===== src/rtl/local_irq_timer.sv =====
module local_irq_timer #(
  parameter int DATA_W     = 32,
  parameter int VEC_W      = 8,
  parameter int MIN_PERIOD = 16
) (
  input  logic              clk,
  input  logic              rst_n,
  input  logic              reg_wr,
  input  logic [2:0]        reg_addr,
  input  logic [DATA_W-1:0] reg_wdata,
  output logic [DATA_W-1:0] reg_rdata,
  output logic              irq_pulse,
  output logic [VEC_W-1:0]  irq_vector
);
  localparam int TS_W = 2 * DATA_W;
  localparam logic [1:0] M_PER = 2'b01, M_DL = 2'b10;
  localparam logic [2:0] A_INIT = 3'd0, A_CUR = 3'd1, A_DIV = 3'd2, A_MODE = 3'd3,
                         A_DLO = 3'd4, A_DHI = 3'd5, A_TLO = 3'd6, A_THI = 3'd7;

  logic [DATA_W-1:0] init_q, cur_q;
  logic              armed_q, mask_q;
  logic [3:0]        div_q;
  logic [VEC_W-1:0]  vec_q;
  logic [1:0]        mode_q;
  logic [TS_W-1:0]   dl_q, tsc_q;
  logic [6:0]        pre_q;

  function automatic logic [DATA_W-1:0] floor_fn(input logic [DATA_W-1:0] v);
    return (v != '0 && v < DATA_W'(MIN_PERIOD)) ? DATA_W'(MIN_PERIOD) : v;
  endfunction

  wire       is_dl = (mode_q == M_DL);
  wire       is_per = (mode_q == M_PER);
  wire [2:0] dsel = {div_q[3], div_q[1:0]};
  wire [2:0] shift = (dsel == 3'b111) ? 3'd0 : dsel + 3'd1;
  wire [7:0] pmask = (8'd1 << shift) - 8'd1;
  wire       tick = ((pre_q & pmask[6:0]) == pmask[6:0]);

  wire       zero_hit = armed_q && !is_dl && tick && (cur_q == DATA_W'(1));
  wire       dl_hit = is_dl && (dl_q != '0) && (tsc_q >= dl_q);

  wire       wr_init = reg_wr && reg_addr == A_INIT;
  wire       wr_mode = reg_wr && reg_addr == A_MODE;
  wire [1:0] new_mode = reg_wdata[18:17];
  wire       crossing = wr_mode && ((new_mode == M_DL) != is_dl);

  always_ff @(posedge clk or negedge rst_n) begin
    if (!rst_n) begin
      init_q <= '0; cur_q <= '0; armed_q <= 1'b0;
      div_q <= '0; vec_q <= '0; mask_q <= 1'b1; mode_q <= '0;
      dl_q <= '0; tsc_q <= '0; pre_q <= '0;
      irq_pulse <= 1'b0; irq_vector <= '0;
    end else begin
      pre_q <= pre_q + 7'd1;
      tsc_q <= tsc_q + TS_W'(1);
      irq_pulse <= (zero_hit || dl_hit) && !mask_q;
      irq_vector <= vec_q;

      if (zero_hit) begin
        if (is_per) cur_q <= init_q;
        else begin
          cur_q <= '0;
          armed_q <= 1'b0;
        end
      end else if (armed_q && !is_dl && tick) begin
        cur_q <= cur_q - DATA_W'(1);
      end
      if (dl_hit) dl_q <= '0;

      if (wr_init && !is_dl) begin
        init_q <= is_per ? floor_fn(reg_wdata) : reg_wdata;
        cur_q <= is_per ? floor_fn(reg_wdata) : reg_wdata;
        armed_q <= (reg_wdata != '0);
      end
      if (reg_wr && reg_addr == A_DIV) div_q <= reg_wdata[3:0];
      if (wr_mode) begin
        vec_q <= reg_wdata[VEC_W-1:0];
        mask_q <= reg_wdata[16];
        mode_q <= new_mode;
        if (crossing) begin
          armed_q <= 1'b0; cur_q <= '0; init_q <= '0; dl_q <= '0;
        end else if (new_mode == M_PER && !is_per) begin
          init_q <= floor_fn(init_q);
        end
      end
      if (reg_wr && reg_addr == A_DLO && is_dl) dl_q[DATA_W-1:0] <= reg_wdata;
      if (reg_wr && reg_addr == A_DHI && is_dl) dl_q[TS_W-1:DATA_W] <= reg_wdata;
    end
  end

  always_comb begin
    reg_rdata = '0;
    case (reg_addr)
      A_INIT: reg_rdata = init_q;
      A_CUR:  reg_rdata = (armed_q && !is_dl) ? cur_q : '0;
      A_DIV:  reg_rdata = DATA_W'(div_q);
      A_MODE: begin
        reg_rdata[VEC_W-1:0] = vec_q;
        reg_rdata[16] = mask_q;
        reg_rdata[18:17] = mode_q;
      end
      A_DLO:  reg_rdata = dl_q[DATA_W-1:0];
      A_DHI:  reg_rdata = dl_q[TS_W-1:DATA_W];
      A_TLO:  reg_rdata = tsc_q[DATA_W-1:0];
      A_THI:  reg_rdata = tsc_q[TS_W-1:DATA_W];
      default: reg_rdata = '0;
    endcase
  end

  AST_INIT_LOAD: assert property (@(posedge clk) disable iff (!rst_n)
    (wr_init && !is_dl && !is_per && reg_wdata != '0) |=> (armed_q && cur_q == $past(reg_wdata)));
  AST_CUR_LE_INIT: assert property (@(posedge clk) disable iff (!rst_n)
    (armed_q && !is_dl) |-> (cur_q <= init_q));
  AST_ONESHOT_STOP: assert property (@(posedge clk) disable iff (!rst_n)
    (zero_hit && !is_per && !reg_wr) |=> (!armed_q && cur_q == '0));
  AST_ZERO_DISARM: assert property (@(posedge clk) disable iff (!rst_n)
    (wr_init && !is_dl && reg_wdata == '0) |=> !armed_q);
  AST_DL_CROSS_CLEAR: assert property (@(posedge clk) disable iff (!rst_n)
    crossing |=> (!armed_q && init_q == '0 && dl_q == '0));
  AST_PERIOD_FLOOR: assert property (@(posedge clk) disable iff (!rst_n)
    (is_per && armed_q) |-> (init_q >= DATA_W'(MIN_PERIOD)));
  AST_DL_ONCE: assert property (@(posedge clk) disable iff (!rst_n)
    (dl_hit && !reg_wr) |=> (dl_q == '0));
  AST_CUR_READ_DL: assert property (@(posedge clk) disable iff (!rst_n)
    (is_dl && reg_addr == A_CUR) |-> (reg_rdata == '0));
endmodule


===== config.mk =====
export PLATFORM = sky130hd
export DESIGN_NAME = local_irq_timer
export DESIGN_NICKNAME = d
export VERILOG_FILES = /design/src/rtl/local_irq_timer.sv
export SDC_FILE = /design/constraint.sdc
export NUM_CORES = 1
export LEC_CHECK = 0
export BUFFER_PORTS_ARGS = -buffer_cell sky130_fd_sc_hd__buf_4
export CAP_MARGIN = 10
export CORE_MARGIN = 2
export CORE_UTILIZATION = 57
export DETAILED_ROUTE_END_ITERATION = 16
export GPL_ROUTABILITY_DRIVEN = 0
export PLACE_DENSITY_LB_ADDON = 0.05
export SLEW_MARGIN = 20
export SYNTH_ARGS = -nofsm -noshare
export SYNTH_HDL_FRONTEND = slang
export SYNTH_SLANG_ARGS = --single-unit

===== constraint.sdc =====
create_clock -name clk -period 6.89 [get_ports clk]
set_input_delay 1.0335 -clock clk [delete_from_list [all_inputs] [get_ports clk]]
set_output_delay 1.0335 -clock clk [all_outputs]
set_load 0.01 [all_outputs]

Word-level counts from Yosys, hierarchy flattened

Index checks and enable logic that the tools add are counted.

Flip-flop bits (word level): 224
Input port bits: 38
Output and inout port bits: 41
Word-level logic and storage cells: 93

Add/subtract/negate cells: 5
Magnitude comparators: 3
Eq/ne operators: 16
Shift operators: 1
Muxes and demuxes: 29
Bitwise gates (word level): 1
Reduce and logical (&&, ||, !) cells: 26

Operator list:

| operator                | number |
|---|---|
| $mux W32                | 16 |
| $mux W64                | 3 |
| $pmux W13 S6            | 1 |
| $add A64 B1 Y64 const B | 1 |
| $ge A64 B64 Y1          | 1 |
| $lt A32 B5 Y1 const B   | 2 |
| $pmux W8 S8             | 1 |
| $reduce_bool A32 Y1     | 2 |
| $reduce_bool A64 Y1     | 1 |
| $pmux W8 S6             | 1 |
| $eq A32 B1 Y1 const B   | 1 |
| $sub A32 B1 Y32 const B | 1 |
| $pmux W3 S8             | 1 |
| $logic_and A1 B1 Y1     | 18 |
| $eq A3 B3 Y1 const B    | 5 |
| $add A7 B1 Y7 const B   | 1 |
| $and A7 B7 Y7           | 1 |
| $eq A7 B7 Y1            | 1 |
| $shl A1 B3 Y7 const A   | 1 |
| $sub A7 B1 Y7 const B   | 1 |
| $eq A3 B2 Y1 const B    | 2 |
| $mux W1                 | 5 |
| $eq A2 B1 Y1 const B    | 2 |
| $eq A2 B2 Y1 const B    | 2 |
| 8 further kinds         | 10 |

Logic depth before layout (Yosys ltp)

Gate-level depths: netlist (run 1).

Depth after elaboration: 12
Mapped depth: 13
Mapped depth without buffers: 10

Worst setup path before layout (run 1)

OpenSTA, ideal clock, no wires.

Path type: in2out
From: in reg_addr[1]
To: out reg_rdata[20]
Arrival: 2.747 ns
Required time: 5.856 ns
Path slack: 3.109 ns
Stages: 8
Path buffers: 4
Path through: clkbuf_1 -> clkbuf_1 -> clkbuf_1 -> clkbuf_1 -> nand2_1 -> o21ai_0 -> a22oi_1 -> o21ai_0

Word-level cells in the longest chain between the ends: 2
Elaborated cells between the ends (all ways): 7
Classes of those cells: 5 x eq/ne; 1 x mux; 1 x reduce/logical

RTL lines:

| item                                       | RTL line | text |
|---|---|---|
| start: declaration                         | 9        | `input logic [2:0] reg_addr,` |
| $eq A3 B3 Y1, or another cell as far along | 93       | `case (reg_addr)` |
| $pmux W13 S6 (*)                           | 93       |  |
| end: declaration                           | 11       | `output logic [DATA_W-1:0] reg_rdata,` |

Every way passes the cells marked *; elsewhere a longest branch is shown, timed or not.

Worst setup path after layout (run 1)

From: in reg_addr[1]
To: out reg_rdata[17]

Word-level cells in the longest chain between the ends: 2
Elaborated cells between the ends (all ways): 9
Classes of those cells: 7 x eq/ne; 1 x mux; 1 x reduce/logical

RTL lines:

| item                                       | RTL line |
|---|---|
| $eq A3 B3 Y1, or another cell as far along | 93 |
| $pmux W3 S8 (*)                            | 93 |

Marks and branches as above.

==> results.ini, run 1 <==
[synthesis]
combinational_family_with_the_most_area_after_synthesis = compound AO/OA/AOI/OAI gates
synth.area.mux_share_pct = 3.44
synth_area_per_cell_um2 = 9.03
yosys_register_bits = 224
post_synth_inst_count = 1504
synth_edf_count = 0
synth-compound-area-share_pct = 20.2
synthArstFlopShare_pct = 100
synth_simple_gate_area_share_pct = 18.6
post_synth_cell_types = 69
yosys.area_share.adder_pct = 6.71
synth_sequential_area_ratio_pct = 41.3
syn_nets = 1614
synth_flop_cell = sky130_fd_sc_hd__dfrtp_1
synthXorXnorAreaFrac_pct = 4.64
syn-cell-area_um2 = 13600
synth-warning-count = 0

[global_routing]
first_global_vias = 11900
track_usage_pct = 37.1
antenna_violations_before_repair = 1
grt_remaining_overflow = 0
first_pass_grt_wire_length_um = 70400
grt_start_max_net_pins = 110

[timing]
fmax_mhz = 211
finalHoldWorstSlack_ns = 0.402
grt_setup_unrepaired = false
max_slew.worst_pin.slew_ns = 1.07
min_period_over_period_pct = 68.8
setup-violations-final = 0
period_needed_ns = 4.74
maxSlewHeadroom_pct = 27.8
clock-skew-final_ns = 0.0148
timing.setup.tns_ns = 0
timing_max_transition_violations_final = 0
final_hold_violation_count = 0

[run]
cap_viol_max_count = 0

[clock_network]
cts-root-buf = sky130_fd_sc_hd__clkbuf_16
hold_buffers = 0
clkLatencyLatePin_ns = 0.54
tritoncts_clock_tree = built
post_cts_resize_count = 0
cts_setup_buffers = 0
number_of_buffers_added_by_the_clock_tree_synthesis_step = 26
cts_max_level = 1
tritoncts_num_sinks = 224
clk_pin_slew_worst_paths_ns = 0.06
clock_tree.buffer_depth = 3

[power_and_ir_drop]
power.static_leakage_nw = 6.71
irDropWorstVdd_mv = 0.201
total_power_mw = 4.46
power_per_cell_area_nw_per_um2 = 293

[route]
drt-initial-drc-count = 1489
detail_route.drc_violations = 0
wire_per_inst_um = 24.2
drt-vias-per-instance = 6.71
drtPass1Iterations = 9
route.vias.total = 12600
antenna_left = 0
route.final.wire_length_um = 45300

[setup_path]
critical_path.cell_chain = buf_4 > nor2_1 > and3_1 > a222oi_1 > a21oi_1 > buf_4
path_delay_family = simple AND/OR/NAND/NOR gates
critPathKind = input port to output port
timing.critical_path.required_ns = 5.86
crit_buf_inv = 2
worst_path_max_delay_cell = sky130_fd_sc_hd__and3_1
cp-start-kind = input port
critical_path.endpoint_type = output port
worst_path_largest_cell_delay_ns = 0.95
crit_path_top_cell_by_count = sky130_fd_sc_hd__buf_4
crit_arrival_ns = 3.71
timing.critical_path.fanout_max = 69

[floorplanning]
core_region_area_um2 = 23400
start_util_pct = 58.0
die-width_um = 158
row_count = 56
floorplan.io_pins = 79
design.die.area_um2 = 25100
die_y_um = 158

[layout]
final_nets = 1644
diodes = 0
fillers = 1980
layout_cell_share_with_drive_strength_beyond_1_pct = 10.4
area_growth_pct = 12.1
final_cell_count_no_fill = 1873

[min_path]
worstHoldPathType = flop to flop

[placed_design]
detailed_place_hpwl_um = 33000
placedCellCount = 1825
buffer_ports.inserted = 78

[outcome]
outcome = finished clean

[cell type report]
cell class,count,area (µm²),area share [%]
clock inverter,11,130,0.854
inverter,94,353,2.32
tap,319,399,2.62
timing repair buffer,89,676,4.44
sequential,224,5610,36.8
multi-input combinational,1099,7290,47.9
clock buffer,37,773,5.08
[through the flow]
stage / worst slack [ns] / instance area, µm² / util [%]
2_1_floorplan: 3.11 / 13600 / -
3_3_place_gp: 2.34 / 14300 / 61.2
3_5_place_dp: 2.31 / 14300 / 61.2
4_1_cts: 2.31 / 15200 / 65.1
5_1_grt: 2.00 / 15200 / 65.1
6_report: 2.15 / 15200 / 65.1
[cells by family after synthesis]
| group | after synthesis |
|---|---|
| flip-flops | 224 |
| AND/OR/NAND/NOR | 503 |
| multiplexers | 38 |
| buffers and inverters | 181 |
| XOR/XNOR | 72 |
| AO/OA/AOI/OAI | 413 |
| adder cells (fa/ha/maj) | 73 |
[metal layers]
metal,up-vias,track usage [%],wire length (µm)
met5,-,0,0
li1,5586,-,-
met1,6029,53.0,18300
met3,139,7.59,5170
met2,806,55.5,19800
met4,0,14.6,2070
[sequential cells by signal (all words and copies together), names as in the netlist]
name        cells
div_q           4
mode_q          2
dl_q           64
irq_pulse       1
vec_q           8
pre_q           7
tsc_q          64
cur_q          32
mask_q          1
irq_vector      8
init_q         32
armed_q         1
[cells in the mapped netlist, types with 3 or more instances]
cell / instances / area share, %
sky130_fd_sc_hd__xnor2_1: 47 / 3.0
sky130_fd_sc_hd__a211oi_1: 3 / 0.17
sky130_fd_sc_hd__mux4_2: 6 / 0.99
sky130_fd_sc_hd__a2111oi_0: 3 / 0.19
sky130_fd_sc_hd__a22o_1: 77 / 5.0
sky130_fd_sc_hd__nand2b_1: 11 / 0.51
sky130_fd_sc_hd__nand4_1: 25 / 1.2
sky130_fd_sc_hd__nor2_1: 118 / 3.3
sky130_fd_sc_hd__nand2_1: 135 / 3.7
sky130_fd_sc_hd__buf_2: 3 / 0.11
sky130_fd_sc_hd__mux2i_1: 23 / 1.7
sky130_fd_sc_hd__o41ai_1: 4 / 0.26
sky130_fd_sc_hd__a221o_1: 8 / 0.59
sky130_fd_sc_hd__nand4b_1: 3 / 0.19
sky130_fd_sc_hd__o21ai_0: 118 / 4.3
sky130_fd_sc_hd__a222oi_1: 15 / 1.1
sky130_fd_sc_hd__and3_1: 15 / 0.69
sky130_fd_sc_hd__xor2_1: 25 / 1.6
sky130_fd_sc_hd__nor4_1: 48 / 2.2
sky130_fd_sc_hd__or3_1: 9 / 0.41
sky130_fd_sc_hd__a22oi_1: 6 / 0.33
sky130_fd_sc_hd__o31ai_1: 8 / 0.44
sky130_fd_sc_hd__ha_1: 72 / 6.6
sky130_fd_sc_hd__nor2b_1: 14 / 0.64
sky130_fd_sc_hd__o211ai_1: 3 / 0.17
sky130_fd_sc_hd__and4_1: 10 / 0.64
sky130_fd_sc_hd__dfrtp_1: 223 / 41
sky130_fd_sc_hd__nand3_1: 49 / 1.8
sky130_fd_sc_hd__a31oi_1: 10 / 0.46
sky130_fd_sc_hd__a21oi_1: 104 / 3.8
sky130_fd_sc_hd__buf_1: 12 / 0.33
sky130_fd_sc_hd__or4_1: 16 / 0.88
sky130_fd_sc_hd__o31a_1: 4 / 0.26
sky130_fd_sc_hd__o21a_1: 5 / 0.28
sky130_fd_sc_hd__mux2_2: 9 / 0.75
sky130_fd_sc_hd__nor3_1: 30 / 1.1
sky130_fd_sc_hd__inv_1: 94 / 2.6
sky130_fd_sc_hd__and2_1: 8 / 0.37
sky130_fd_sc_hd__a32oi_1: 5 / 0.32
sky130_fd_sc_hd__clkbuf_1: 70 / 1.9
sky130_fd_sc_hd__o22ai_1: 7 / 0.32
sky130_fd_sc_hd__a221oi_1: 17 / 1.1
[cells in the final DEF (no fill, tap or decap), drive strengths merged, types with 7 or more instances in the layout]
| cell type | netlist | routed |
|---|---|---|
| mux2 | 9 | 9 |
| a31oi | 10 | 10 |
| and2 | 8 | 8 |
| a222oi | 15 | 15 |
| dfrtp | 223 | 223 |
| nand3 | 49 | 49 |
| o31ai | 8 | 8 |
| clkinv | 0 | 8 |
| o21ai | 118 | 118 |
| nand2 | 135 | 135 |
| or3 | 9 | 9 |
| clkbuf | 70 | 37 |
| nor2b | 14 | 14 |
| nand4 | 26 | 26 |
| nand2b | 11 | 11 |
| xor2 | 25 | 25 |
| and3 | 15 | 15 |
| nor3 | 31 | 31 |
| mux2i | 23 | 23 |
| a221oi | 18 | 18 |
| and4 | 10 | 10 |
| a21oi | 105 | 105 |
| inv | 94 | 94 |
| o22ai | 7 | 7 |
| or4 | 17 | 17 |
| xnor2 | 47 | 47 |
| nor2 | 119 | 119 |
| a22o | 77 | 77 |
| buf | 17 | 89 |
| ha | 72 | 72 |
| nor4 | 49 | 49 |
| a221o | 8 | 8 |
[report_power, final]
| group | leakage, nW | total [mW] | internal, mW | switching [mW] |
|---|---|---|---|---|
| Sequential | 2.90 | 1.93 | 1.55 | 0.373 |
| Clock | 0.454 | 1.45 | 0.889 | 0.563 |
| Combinational | 3.36 | 1.08 | 0.463 | 0.615 |
[worst paths after layout]
path                             start       endpoint  slack [ns]  cells after the start
setup / recovery           reg_addr[1]  reg_rdata[17]        2.15                      6
min in group asynchronous        rst_n       pre_q[3]        0.56                      1
hold / removal                vec_q[1]  irq_vector[1]        0.40                      0
hold reg to reg               vec_q[1]  irq_vector[1]        0.40                      0
max in group asynchronous        rst_n      tsc_q[21]        4.98                      2
setup reg to reg              div_q[0]      cur_q[17]        2.31                     11
[worst reg2reg max path, stage by stage (launching register included)]
cell and delay (ns):
sky130_fd_sc_hd__dfrtp_1 0.42, sky130_fd_sc_hd__ha_1 0.23, sky130_fd_sc_hd__ha_1 0.35, sky130_fd_sc_hd__or4_1 0.54
sky130_fd_sc_hd__ha_1 0.23, sky130_fd_sc_hd__xor2_1 0.17, sky130_fd_sc_hd__a221oi_1 0.58, sky130_fd_sc_hd__nand3_1 0.56
sky130_fd_sc_hd__buf_4 0.41, sky130_fd_sc_hd__or4_1 0.53, sky130_fd_sc_hd__a221oi_1 0.31, sky130_fd_sc_hd__o31ai_1 0.11
Power figures use the tool's default switching activity.
==> run 2, diff against run 1 <==
CORE_UTILIZATION = 56   (was 57)
clock period = 4.3 ns   (was 6.89 ns; I/O delays follow)
==> run 2 against run 1 <==
  * Sequential power is 59% higher
  * Register-to-register slack got worse by 1.9 ns
  * Flip-flop and latch count unchanged
  * Global-route usage decreased by 0.77 points
  * Clock skew decreased by 0.0027 ns
  * Critical path depth is 6 higher
  * Utilization about the same
  * Die area is 1.7% higher
  * Routed wire length up 2.1%
  * Power increased by 58%
  * Cell count grew 1.2%
  * Sequential share of layout area decreased by 0.35 points
==> results.ini, run 2 (same netlist as run 1, synthesis figures left out) <==
[outcome]
outcome = finished clean  ; unchanged

[clock_network]
hold_buffers = 0  ; unchanged
tritoncts_clock_tree = built  ; unchanged
tritoncts_num_sinks = 224  ; unchanged
number_of_buffers_added_by_the_clock_tree_synthesis_step = 25  ; was 26
clkLatencyLatePin_ns = 0.54  ; about the same
clk_pin_slew_worst_paths_ns = 0.06  ; about the same
clock_tree.buffer_depth = 3  ; unchanged
cts-root-buf = sky130_fd_sc_hd__clkbuf_16  ; unchanged
cts_max_level = 1  ; unchanged
cts_setup_buffers = 0  ; unchanged
post_cts_resize_count = 0  ; unchanged

[floorplanning]
core_region_area_um2 = 23600  ; was 23400 µm²
die_y_um = 160  ; was 158 µm
start_util_pct = 57.5  ; was 58.0%
row_count = 56  ; unchanged
die-width_um = 160  ; was 158 µm
floorplan.io_pins = 79  ; unchanged
design.die.area_um2 = 25500  ; was 25100 µm²

[setup_path]
timing.critical_path.fanout_max = 39  ; was 69
cp-start-kind = flop  ; was input port
critical_path.endpoint_type = flop  ; was output port
critPathKind = flop to flop  ; was input port to output port
timing.critical_path.required_ns = 4.70  ; was 5.86 ns
crit_arrival_ns = 4.29  ; was 3.71 ns

[global_routing]
first_pass_grt_wire_length_um = 72400  ; was 70400 µm
grt_remaining_overflow = 0  ; unchanged
first_global_vias = 12300  ; was 11900
grt_start_max_net_pins = 118  ; was 110
antenna_violations_before_repair = 0  ; was 1
track_usage_pct = 36.3  ; was 37.1%

[power_and_ir_drop]
total_power_mw = 7.02  ; was 4.46 mW
power.static_leakage_nw = 6.80  ; was 6.71 nW
irDropWorstVdd_mv = 0.300  ; was 0.201 mV
power_per_cell_area_nw_per_um2 = 457  ; was 293 nW/µm²

[timing]
setup-violations-final = 0  ; unchanged
fmax_mhz = 257
period_needed_ns = 3.89
grt_setup_unrepaired = false  ; unchanged
min_period_over_period_pct = 90.4
post-route-worst-setup-slack_ns = 0.413  ; was 2.15 ns
clock-skew-final_ns = 0.0121  ; was 0.0148 ns
timing.setup.tns_ns = 0  ; unchanged
max_slew.worst_pin.slew_ns = 1.07  ; about the same
timing_max_transition_violations_final = 0  ; unchanged
final_hold_violation_count = 0  ; unchanged
finalHoldWorstSlack_ns = 0.173  ; was 0.402 ns
maxSlewHeadroom_pct = 28.7  ; was 27.8%

[route]
drtPass1Iterations = 9  ; unchanged
drt-initial-drc-count = 1580  ; was 1489
antenna_left = 0  ; unchanged
detail_route.drc_violations = 0  ; unchanged
route.final.wire_length_um = 46300  ; was 45300 µm
wire_per_inst_um = 24.4  ; was 24.2 µm
route.vias.total = 12800  ; was 12600
drt-vias-per-instance = 6.75  ; was 6.71

[min_path]
worstHoldPathType = input port to asynchronous set/reset pin  ; was flop to flop

[layout]
design_area_um2 = 15400  ; was 15200 µm²
reg_top3 = dl_q (64), tsc_q (64)  ; unchanged
diodes = 0  ; unchanged
final_nets = 1669  ; was 1644
layout_cell_share_with_drive_strength_beyond_1_pct = 11.5  ; was 10.4%
final_cell_count_no_fill = 1896  ; was 1873
final_core_utilization_pct = 65.1  ; about the same
area_growth_pct = 13.2  ; was 12.1%
layout.cells.most_common = sky130_fd_sc_hd__dfrtp_1  ; unchanged
final_cell_mix = sky130_fd_sc_hd__dfrtp_1 (223), sky130_fd_sc_hd__nand2_1 (135), sky130_fd_sc_hd__o21ai_0 (118), sky130_fd_sc_hd__nor2_1 (117), sky130_fd_sc_hd__buf_4 (111)  ; was sky130_fd_sc_hd__dfrtp_1 (223), sky130_fd_sc_hd__nand2_1 (135), sky130_fd_sc_hd__o21ai_0 (118), sky130_fd_sc_hd__nor2_1 (117), sky130_fd_sc_hd__a21oi_1 (104)

[placed_design]
postPlaceCellArea_um2 = 14600  ; was 14300 µm²
placedCellCount = 1851  ; was 1825
post-place-ws_ns = 0.442  ; was 2.31 ns
detailed_place_hpwl_um = 33900  ; was 33000 µm
buffer_ports.inserted = 78  ; unchanged

[run]
cap_viol_max_count = 0  ; unchanged

[run 2: cell count changes in the layout (fill, tap and decap cells not counted), sizes merged]
cell      before  now
clkinvlp       0    2
clkinv         8    7
inv           94   95
clkbuf        37   32
buf           89  115
[run 2: area by class of cell]
cell class / count / area [µm²]
clock buffers: 32 / 672
clock inverters: 13 / 149
fillers: 2064 / 8230
inverters: 94 / 353
multi-input cells: 1099 / 7290
flip-flops and latches: 224 / 5610
well taps: 319 / 399
repair buffers: 115 / 908
[run 2: worst paths after layout]
kind | startpoint | end | slack, ns | depth (start not counted)
min in group clk | reg_wdata[23] | dl_q[55] | 0.40 | 2
worst max-delay path | div_q[0] | cur_q[17] | 0.41 | 12
max in group asynchronous | rst_n | tsc_q[54] | 3.05 | 2
worst max register to register | div_q[0] | cur_q[17] | 0.41 | 12
worst min-delay path | rst_n | pre_q[4] | 0.17 | 1
worst min register to register | vec_q[1] | irq_vector[1] | 0.40 | 0
[run 2: where the power goes]
part	total [mW]	switching, mW	internal [mW]
registers	3.07	0.575	2.49
clock network	2.20	0.916	1.28
logic	1.75	0.995	0.760
[run 2: critical path, stage by stage, from the launching register on]
cell                       delay, ns
sky130_fd_sc_hd__dfrtp_1        0.42
sky130_fd_sc_hd__ha_1           0.24
sky130_fd_sc_hd__ha_1           0.36
sky130_fd_sc_hd__or4_1          0.54
sky130_fd_sc_hd__ha_1           0.23
sky130_fd_sc_hd__xor2_1         0.17
sky130_fd_sc_hd__a221oi_1       0.25
sky130_fd_sc_hd__buf_4          0.18
sky130_fd_sc_hd__nand3_1        0.08
sky130_fd_sc_hd__buf_4          0.28
sky130_fd_sc_hd__or4_1          0.54
sky130_fd_sc_hd__a221oi_1       0.33
sky130_fd_sc_hd__o31ai_1        0.12
[run 2: routing by layer]
layer	track usage [%]	up-vias	routed length, µm
li1	-	5641	-
met1	50.8	6267	18700
met2	55.4	761	20500
met3	8.05	138	5090
met4	13.9	0	2060
met5	0	-	0
